--- config.mk ---
export PLATFORM = sky130hd
export DESIGN_NAME = combo_lock
export DESIGN_NICKNAME = d
export VERILOG_FILES = /design/src/rtl/lock_pkg.sv /design/src/rtl/lock_cmp.sv /design/src/rtl/lock_code_mux.sv /design/src/rtl/lock_fsm.sv /design/src/rtl/combo_lock.sv
export SDC_FILE = /design/constraint.sdc
export NUM_CORES = 1
export LEC_CHECK = 0
export BUFFER_PORTS_ARGS = -buffer_cell sky130_fd_sc_hd__buf_2
export CAP_MARGIN = 10
export CORE_AREA = 2 2 39 41
export CTS_CLUSTER_DIAMETER = 150
export DETAILED_ROUTE_END_ITERATION = 6
export DIE_AREA = 0 0 41 43
export PLACE_DENSITY_LB_ADDON = 0.15
export SYNTH_ARGS = -nofsm -noshare
export SYNTH_HDL_FRONTEND = slang
export SYNTH_SLANG_ARGS = --single-unit
--- constraint.sdc ---
create_clock -name clk -period 3.36 [get_ports clk]
set_input_delay 1.008 -clock clk [delete_from_list [all_inputs] [get_ports clk]]
set_output_delay 1.008 -clock clk [all_outputs]
set_load 0.1 [all_outputs]
--- src/rtl/lock_pkg.sv ---
package lock_pkg;
  typedef logic [3:0] lock_state_t;
  localparam lock_state_t ST_DIG0 = 4'b0001;
  localparam lock_state_t ST_DIG1 = 4'b0010;
  localparam lock_state_t ST_DIG2 = 4'b0100;
  localparam lock_state_t ST_OPEN = 4'b1000;
  localparam lock_state_t ST_ERR  = 4'b0000;
  localparam int unsigned NUM_DIGITS = 3;
endpackage

--- src/rtl/lock_cmp.sv ---
module lock_cmp #(
  parameter int unsigned W = 4
) (
  input  logic [W-1:0] a,
  input  logic [W-1:0] b,
  output logic         eq
);
  always_comb eq = (a == b);
endmodule

--- src/rtl/lock_code_mux.sv ---
module lock_code_mux #(
  parameter int unsigned W = 4,
  parameter int unsigned N = 3
) (
  input  logic [N-1:0]        sel,
  input  logic [N-1:0][W-1:0] codes,
  output logic [W-1:0]        picked
);
  logic [N-1:0][W-1:0] masked;

  // AND-OR selection driven by a one-hot select
  for (genvar i = 0; i < N; i++) begin : g_mask
    assign masked[i] = codes[i] & {W{sel[i]}};
  end

  always_comb begin
    picked = '0;
    for (int i = 0; i < N; i++) picked = picked | masked[i];
  end
endmodule

--- src/rtl/lock_fsm.sv ---
module lock_fsm
  import lock_pkg::*;
(
  input  logic        clk,
  input  logic        rst,
  input  logic        entry_valid,
  input  logic        match,
  output lock_state_t state_q
);
  lock_state_t state_d;

  always_comb begin
    state_d = state_q;
    unique case (state_q)
      ST_DIG0, ST_DIG1, ST_DIG2:
        if (entry_valid) state_d = match ? lock_state_t'(state_q << 1) : ST_ERR;
      ST_OPEN: state_d = ST_OPEN;
      ST_ERR:  state_d = ST_ERR;
      default: state_d = ST_ERR;
    endcase
  end

  always_ff @(posedge clk) begin
    if (rst) state_q <= ST_DIG0;
    else     state_q <= state_d;
  end

  logic in_digit;
  assign in_digit = (state_q == ST_DIG0) || (state_q == ST_DIG1) || (state_q == ST_DIG2);

  a_r1_reset_first: assert property (@(posedge clk) rst |=> state_q == ST_DIG0);
  a_r2_state_legal: assert property (@(posedge clk) disable iff (rst) $onehot0(state_q));
  a_r3_idle_hold: assert property (@(posedge clk) disable iff (rst)
    (in_digit && !entry_valid) |=> $stable(state_q));
  a_r5_miss_err: assert property (@(posedge clk) disable iff (rst)
    (in_digit && entry_valid && !match) |=> state_q == ST_ERR);
  a_r6_open_sticky: assert property (@(posedge clk) disable iff (rst)
    (state_q == ST_OPEN) |=> state_q == ST_OPEN);
  a_r7_err_sticky: assert property (@(posedge clk) disable iff (rst)
    (state_q == ST_ERR) |=> state_q == ST_ERR);
endmodule

--- src/rtl/combo_lock.sv ---
module combo_lock
  import lock_pkg::*;
#(
  parameter int unsigned W = 4,
  parameter logic [W-1:0] CODE0 = 4'h3,
  parameter logic [W-1:0] CODE1 = 4'hA,
  parameter logic [W-1:0] CODE2 = 4'h6
) (
  input  logic         clk,
  input  logic         rst,
  input  logic         entry_valid,
  input  logic [W-1:0] entry_value,
  output logic         unlocked,
  output logic [2:0]   code_sel
);
  localparam int unsigned N = NUM_DIGITS;

  lock_state_t          state_q;
  logic [N-1:0][W-1:0]  codes;
  logic [W-1:0]         picked;
  logic                 match;

  assign codes[0] = CODE0;
  assign codes[1] = CODE1;
  assign codes[2] = CODE2;

  lock_code_mux #(.W(W), .N(N)) mux_i (
    .sel(state_q[N-1:0]), .codes(codes), .picked(picked));

  lock_cmp #(.W(W)) cmp_i (.a(entry_value), .b(picked), .eq(match));

  lock_fsm fsm_i (
    .clk(clk), .rst(rst), .entry_valid(entry_valid),
    .match(match), .state_q(state_q));

  // Outputs are plain state bits: no decode
  assign code_sel = state_q[2:0];
  assign unlocked = state_q[3];

  a_r4_advance: assert property (@(posedge clk) disable iff (rst)
    (entry_valid && match && code_sel != 3'b000) |=>
      ({unlocked, code_sel} == $past({unlocked, code_sel}) << 1));
endmodule

==> results.json, run 1 <==
{
  "status": "complete, no violations",
  "drt_iter0_drc": 7,
  "grt_max_degree": 9,
  "dp_cells": 49,
  "setup_tns_ns": 0,
  "multiInputGateArea_um2": 136.4,
  "place_ws_ns": 1.252,
  "min_from": "fsm_i.state_q[3]$_SDFFE_PP0P_",
  "ys_seq_area_share_pct": 36.99,
  "largest_reg_flops": 4,
  "worstPathRequired_ns": 2.35,
  "rr_worst_depth": 3,
  "core_um2": 1384,
  "max_freq_ghz": 0.4623,
  "synth-seq-cells": 4,
  "critPathLaunchType": "flop",
  "switching_power_mw": 0.03240,
  "htree_num_levels": 1,
  "slew_viol_final": 0,
  "ir_worst_vdd_mv": 0.1874,
  "worstSetupPathType": "reg -> out",
  "final_layout_size_suffix_gt1_share_pct": 44.44,
  "regMostFlops": "fsm_i.state_q",
  "cp_max_fo": 8,
  "grt_usage_pct": 7.932,
  "die_width_um": 41,
  "antenna_cells": 0,
  "drc": 0,
  "instances_no_fill": 52,
  "regArea_um2": 80.08,
  "gp_congestion": 0.7138,
  "root_buffer": "clkbuf_4",
  "synth.distinct_cells": 13,
  "syn-instance-count": 23,
  "rsz0062_at_grt": "false",
  "pin_count": 11,
  "grt_antenna_before_repair": 0,
  "grt_pass1_wl_um": 883,
  "drv_cap": 0,
  "final_nets": 45,
  "routed_wirelength_um": 508,
  "grt_pass1_vias": 226,
  "vias": 227,
  "post-cts-setup-buffer-count": 0,
  "via_per_inst": 4.365,
  "pwr-share-clk_pct": 45.1,
  "dieHeight_um": 43,
  "p_per_area_nw_per_um2": 413.9,
  "die_area_um2": 1763,
  "cpPeakStageDelay_ns": 0.48,
  "setup_viol": 0,
  "path_cells": "buf_2",
  "rows": 14,
  "report.power.total_mw": 0.1279,
  "ys_warn_count": 0,
  "crit_path_start": "fsm_i.state_q[2]$_SDFFE_PP0P_",
  "clk_path_buf_depth": 2,
  "arrival_ns": 1.16,
  "port_buffers": 10,
  "synth_area_um2": 216.5,
  "r2r_start": "fsm_i.state_q[2]$_SDFFE_PP0P_",
  "syn_to_final_growth_pct": 42.77,
  "post_cts_resized": 0,
  "cts_sinks": 4,
  "comb_power_share_pct": 15.5,
  "overflow": 0,
  "holdBufCountCts": 0,
  "drt_pass1_iterations": 4,
  "seq_power_share_pct": 39.3,
  "hold_path.class": "reg -> reg",
  "ant_nets": 0,
  "setup_ws_ns": 1.197,
  "nFillCells": 157,
  "cts_buffers": 3,
  "p_int_mw": 0.09552,
  "start_util_pct": 15.64,
  "worstSetupPathDepth": 1,
  "p_leak_nw": 0.1345,
  "worstMarginPinSlew_ns": 0.4894,
  "hold_slack_ns": 0.5425,
  "max_slew_margin_pct": 67.60,
  "tritoncts": "yes",
  "clk_pin_slew_ns": 0.04,
  "slowest_stage": "buf_2",
  "reg_top3": "fsm_i.state_q: 4 flops",
  "crit_buf_inv": 1,
  "min_period_over_period_pct": 64.38,
  "post_drt_wl_per_cell_um": 9.769,
  "skew_ns": 0.004270,
  "critPathTopFamily": "buffers and inverters",
  "swShare_pct": 25.33,
  "whs_path_depth": 2,
  "avgSynthCellArea_um2": 9.411,
  "clk_latency_ns": 0.23,
  "hold_viol_final": 0,
  "finalCriticalPeriod_ns": 2.163,
  "cp-end-kind": "output pin",
  "syn_nets": 30
}
-- kinds of logic (layout without fill, tap and decap cells) --
logic type,count (synthesis),after routing,share of synthesized area (%)
AO/OA/AOI/OAI,4,4,13.87
flip-flops,4,4,37.00
AND/OR/NAND/NOR,12,12,36.99
XOR/XNOR,3,3,12.14
buffers and inverters,0,13,0
-- final timing paths --
path,end,slack (ns)
setup / recovery,code_sel[2],1.20
hold reg to reg,fsm_i.state_q[3]$_SDFFE_PP0P_,0.54
hold / removal,fsm_i.state_q[3]$_SDFFE_PP0P_,0.54
setup reg to reg,fsm_i.state_q[1]$_SDFFE_PP0P_,1.96
-- synth_stat cells, drive strengths merged --
cell    number  area share [%]
o31ai        1             5.8
or4b         1             4.6
nand2        1             1.7
dfxtp        4              37
nand3        1             2.3
or4          1             5.2
o21ai        2             4.6
nor4         1             2.9
xor2         3              12
o21bai       1             3.5
nor2         1             1.7
nor3         2             4.6
nand3b       4              14
-- layout by cell type, fill, tap and decap left out --
cell type  count
o21ai_0        2
nor4_1         1
or4b_2         1
nand3_1        1
buf_2         10
nor2_1         1
or4_4          1
dfxtp_1        4
nand3b_1       4
clkbuf_4       3
nand2_1        1
o31ai_2        1
nor3_1         2
o21bai_1       1
xor2_1         3
-- layer usage --
layer	track usage, %	wire length (um)	vias up
met3	9.424	53	0
li1	-	-	115
met1	7.717	216	103
met5	0	0	-
met2	11.56	238	9
met4	0	0	0
-- power groups by stage --
| stage | clock, mW | combinational [mW] | sequential (mW) |
|---|---|---|---|
| 4_1_cts | 0.0617 | 0.0201 | 0.0503 |
| 3_3_place_gp | 0 | 0.0197 | 0.0511 |
| 5_1_grt | 0.0665 | 0.0213 | 0.0504 |
| 2_1_floorplan | 0 | 0.00616 | 0.0581 |
| 6_report | 0.0577 | 0.0199 | 0.0503 |
| 3_5_place_dp | 0 | 0.0200 | 0.0510 |
-- through the flow --
stage | util, % | area (um^2)
after floorplan | - | 216.5
after global placement | 20.71 | 286.5
after detailed placement | 20.71 | 286.5
after CTS | 22.33 | 309.0
after global routing | 22.33 | 309.0
final | 22.33 | 309.0
-- area by class of cell --
cell class | instances | area share [%]
multi-input cells | 19 | 44.13
well taps | 16 | 6.478
clock buffers | 3 | 7.287
flip-flops and latches | 4 | 25.91
repair buffers | 10 | 16.19
-- tightest hold or removal path, stage by stage (launching register included) --
cell and delay (ns):
dfxtp_1 0.34, nand3b_1 0.09, o21ai_0 0.07
Power figures use the tool's default switching activity.
==> run 2, diff against run 1 <==
- clock period: 3.36 -> 2 ns (I/O delays scaled with it)
==> results.json, run 2 (synthesis gave the netlist of run 1 again) <==
{
  "largest_reg_flops": 4,
  "cp_max_fo": 7,
  "cts_sinks": 4,
  "pin_count": 11,
  "seq_power_share_pct": 39.1,
  "drc": 0,
  "worstSetupPathType": "reg -> out",
  "report.power.total_mw": 0.2168,
  "holdBufCountCts": 0,
  "post-cts-setup-buffer-count": 0,
  "crit_buf_inv": 1,
  "root_buffer": "clkbuf_4",
  "rsz0062_at_grt": "false",
  "grt_usage_pct": 8.325,
  "grt_antenna_before_repair": 0,
  "gp_congestion": 0.7237,
  "ant_nets": 0,
  "rows": 14,
  "status": "complete, no violations",
  "finalCriticalPeriod_ns": 1.742,
  "comb_power_share_pct": 15.4,
  "clk_path_buf_depth": 2,
  "worstMarginPinSlew_ns": 0.4935,
  "grt_pass1_wl_um": 897,
  "cpPeakStageDelay_ns": 0.48,
  "clk_latency_ns": 0.23,
  "layout.cells.most_common": "buf_2",
  "path_cells": "buf_2",
  "vias": 219,
  "critPathLaunchType": "flop",
  "grt_pass1_vias": 200,
  "antenna_cells": 0,
  "regMostFlops": "fsm_i.state_q",
  "cts_buffers": 3,
  "slowest_stage": "buf_2",
  "p_per_area_nw_per_um2": 701.5,
  "hold_path.class": "reg -> reg",
  "critPathTopFamily": "buffers and inverters",
  "setup_tns_ns": 0,
  "fin_util_pct": 22.33,
  "min_period_over_period_pct": 87.09,
  "die_area_um2": 1763,
  "p_int_mw": 0.1605,
  "grt_max_degree": 9,
  "swShare_pct": 25.94,
  "ir_worst_vdd_mv": 0.2725,
  "final_nets": 45,
  "hold_viol_final": 0,
  "dieHeight_um": 43,
  "htree_num_levels": 1,
  "drv_cap": 0,
  "max_slew_margin_pct": 67.33,
  "skew_ns": 0.005286,
  "port_buffers": 10,
  "switching_power_mw": 0.05624,
  "core_um2": 1384,
  "post_cts_resized": 0,
  "final_layout_size_suffix_gt1_share_pct": 44.44,
  "clk_pin_slew_ns": 0.04,
  "drt_pass1_iterations": 2,
  "post_drt_wl_per_cell_um": 9.442,
  "overflow": 0,
  "p_leak_nw": 0.1345,
  "drt_iter0_drc": 6,
  "start_util_pct": 15.64,
  "arrival_ns": 1.14,
  "max_freq_ghz": 0.5741,
  "worstPathRequired_ns": 1.40,
  "reg_top3": "fsm_i.state_q: 4 flops",
  "pwr-share-clk_pct": 45.5,
  "via_per_inst": 4.212,
  "die_width_um": 41,
  "syn_to_final_growth_pct": 42.77,
  "tritoncts": "yes",
  "final_cell_mix": "10 x buf_2, 4 x nand3b_1, 4 x dfxtp_1",
  "setup_viol": 0,
  "cp-end-kind": "output pin",
  "slew_viol_final": 0,
  "routed_wirelength_um": 491
}
run 2: cell counts in the layout (fill, tap and decap cells not counted):
No cell type changed its count.
run 2: final cells by class:
class                           instances  area [um^2]
Tap cell                               16        20.02
Sequential cell                         4        80.08
Multi-Input combinational cell         19        136.4
Timing Repair Buffer                   10        50.05
Fill cell                             158         1075
Clock buffer                            3        22.52
run 2: worst paths after layout:
path	startpoint	to	slack (ns)	cells past startpoint
max	fsm_i.state_q[1]$_SDFFE_PP0P_	code_sel[1]	0.26	1
min	fsm_i.state_q[3]$_SDFFE_PP0P_	fsm_i.state_q[3]$_SDFFE_PP0P_	0.56	2
max reg2reg	fsm_i.state_q[2]$_SDFFE_PP0P_	fsm_i.state_q[1]$_SDFFE_PP0P_	0.62	3
min reg2reg	fsm_i.state_q[3]$_SDFFE_PP0P_	fsm_i.state_q[3]$_SDFFE_PP0P_	0.56	2
run 2: per-layer routing:
metal / global-route usage (%) / wire length [um] / vias to the layer above
met4: 2.000 / 0 / 0
li1: - / - / 114
met3: 9.424 / 52 / 0
met2: 9.375 / 200 / 8
met1: 10.26 / 237 / 97
met5: 0 / 0 / -
run 2: power groups by stage:
stage	Clock [mW]	Sequential, mW	Combinational [mW]
floorplan	0	0.0976	0.0104
global placement	0	0.0859	0.0335
detailed placement	0	0.0860	0.0335
CTS	0.105	0.0846	0.0334
global route	0.117	0.0850	0.0365
finish	0.0986	0.0847	0.0335
run 2: through the flow:
stage / worst slack [ns] / instances / hold WS [ns] / area, um^2
floorplan: 0.009411 / 23 / 0.6960 / 216.5
global placement: 0.3184 / 49 / 0.5564 / 286.5
detailed placement: 0.3120 / 49 / 0.5551 / 286.5
CTS: 0.2475 / 52 / 0.5622 / 309.0
global route: 0.1740 / 52 / 0.6046 / 309.0
finish: 0.2582 / 52 / 0.5555 / 309.0
==> run 3, diff against run 2 <==
- SYNTH_HIERARCHICAL: not set -> 1
==> results.json, run 3 <==
{
  "final_cell_mix": "12 x conb_1, 10 x buf_2, 5 x xor2_1",
  "min_to": "fsm_i/state_q[3]$_SDFFE_PP0P_",
  "skew_ns": 0.001540,
  "worstPathRequired_ns": 2.14,
  "drt_pass1_iterations": 4,
  "cp-end-kind": "flop",
  "drv_cap": 0,
  "cts_buffers": 3,
  "setup_tns_ns": 0,
  "root_buffer": "clkbuf_4",
  "clk_latency_ns": 0.23,
  "synth_common_cells": "5 x xor2_1, 4 x a222oi_1, 4 x dfxtp_1, 4 x inv_1",
  "holdBufCountCts": 0,
  "synth.distinct_cells": 15,
  "dieHeight_um": 43,
  "synth_area_um2": 294.0,
  "min_period_over_period_pct": 92.93,
  "post-cts-setup-buffer-count": 0,
  "grt_usage_pct": 10.01,
  "drc": 0,
  "ys_seq_area_share_pct": 27.23,
  "arrival_ns": 2.00,
  "regMostFlops": "fsm_i/state_q",
  "max_freq_ghz": 0.5381,
  "grt_max_degree": 11,
  "ir_worst_vdd_mv": 0.1075,
  "reg_top3": "fsm_i/state_q: 4 flops",
  "r2r_start": "fsm_i/state_q[0]$_SDFFE_PP1P_",
  "clk_pin_slew_ns": 0.04,
  "grt_antenna_before_repair": 0,
  "grt_pass1_wl_mm": 1.110,
  "clk_path_buf_depth": 2,
  "drt_iter0_drc": 7,
  "rrSetupSlack_ns": 0.14,
  "layout.cells.most_common": "conb_1",
  "port_buffers": 10,
  "die_area_um2": 1763,
  "hold_viol_final": 0,
  "gp_congestion": 0.6750,
  "timing.rr.end": "fsm_i/state_q[3]$_SDFFE_PP0P_",
  "hold_path.class": "reg -> reg",
  "synth.area.top_cells": "dfxtp_1 27%, xor2_1 15%, a222oi_1 14%",
  "antenna_cells": 0,
  "final_nets": 70,
  "rsz0062_at_grt": "false",
  "cp_max_fo": 10,
  "syn_to_final_growth_pct": 54.89,
  "report.power.total_mw": 0.2344,
  "vias": 320,
  "rr_worst_depth": 7,
  "die_width_um": 41,
  "yosysTopAreaCell": "dfxtp_1",
  "synth_top_area_share_pct": 27.23,
  "pin_count": 11,
  "post_cts_resized": 0,
  "worstSetupPathType": "reg -> reg",
  "overflow": 0,
  "final_layout_size_suffix_gt1_share_pct": 37.70,
  "status": "complete, no violations",
  "rows": 14,
  "slew_viol_final": 0,
  "htree_num_levels": 1,
  "via_per_inst": 4.156,
  "syn-instance-count": 35,
  "finalCriticalPeriod_ns": 1.859,
  "ys_warn_count": 6,
  "cts_sinks": 4,
  "tritoncts": "yes",
  "critPathLaunchType": "flop",
  "hold_slack_ns": 0.4949,
  "synth_most_common_cell": "xor2_1",
  "routed_wirelength_um": 651,
  "avgSynthCellArea_um2": 8.401,
  "grt_pass1_vias": 272,
  "post_drt_wl_per_cell_um": 8.455,
  "core_um2": 1384,
  "p_leak_nw": 0.2286,
  "largest_reg_flops": 4,
  "yosys_most_used_dff": "dfxtp_1",
  "p_per_area_nw_per_um2": 514.7,
  "ant_nets": 0,
  "synth-seq-cells": 4,
  "synth_edf_count": 0,
  "synthArstFlopShare_pct": 0,
  "setup_viol": 0,
  "min_from": "fsm_i/state_q[0]$_SDFFE_PP1P_",
  "start_util_pct": 21.25,
  "whs_path_depth": 1
}
run 3: cell type report:
cell class              instances  area, um^2
clock buffers                   3       22.52
fillers                       155       928.4
inverters                       4       15.01
multi-input cells              37       236.5
flip-flops and latches          4       88.84
well taps                      16       20.02
repair buffers                 13       72.57
run 3: cell families after synthesis:
logic type | after synthesis | synth area share [%]
xor+xnor | 5 | 14.89
mux | 1 | 3.830
simple gates | 10 | 22.13
other cells | 2 | 2.554
buf+inv | 4 | 5.105
flops | 4 | 27.24
compound gates | 9 | 24.26
run 3: worst max-delay path by stage:
stage                             startpoint                       endpoint  cells after the start
2_1_floorplan  fsm_i/state_q[2]$_SDFFE_PP0P_  fsm_i/state_q[3]$_SDFFE_PP0P_                      7
3_3_place_gp   fsm_i/state_q[0]$_SDFFE_PP1P_  fsm_i/state_q[3]$_SDFFE_PP0P_                      7
3_5_place_dp   fsm_i/state_q[0]$_SDFFE_PP1P_  fsm_i/state_q[3]$_SDFFE_PP0P_                      7
4_1_cts        fsm_i/state_q[0]$_SDFFE_PP1P_  fsm_i/state_q[3]$_SDFFE_PP0P_                      7
5_1_grt        fsm_i/state_q[0]$_SDFFE_PP1P_  fsm_i/state_q[3]$_SDFFE_PP0P_                      7
6_report       fsm_i/state_q[0]$_SDFFE_PP1P_  fsm_i/state_q[3]$_SDFFE_PP0P_                      7
run 3: metal layers:
metal	wire (um)	track usage, %
met4	0	8.000
met1	297	11.46
met2	339	12.50
met3	13	6.283
met5	0	0
run 3: worst max-delay path, cell delays in order (launching register included):
cell and delay, ns:
dfxtp_4 0.37, a222oi_1 0.33, inv_1 0.09, xor2_1 0.17, nor4_2 0.30, nand3_1 0.11
mux2_2 0.27, nor4_2 0.12
run 3: metrics by stage:
step	utilization, %	setup WS (ns)	instances	instance area [um^2]
after global placement	31.28	0.09704	74	432.9
final	32.91	0.1414	77	455.4
after floorplan	-	0.02873	45	340.3
after detailed placement	31.28	0.09006	74	432.9
after CTS	32.91	0.09633	77	455.4
after global routing	32.91	0.001954	77	455.4
run 3: where the power goes:
group	switching [mW]	leakage (nW)	internal (mW)	total, mW
Combinational	0.0320	0.181	0.0207	0.0526
Sequential	0.00423	0.0341	0.0807	0.0849
Clock	0.0300	0.0138	0.0669	0.0969
Total	0.0662	0.229	0.168	0.234
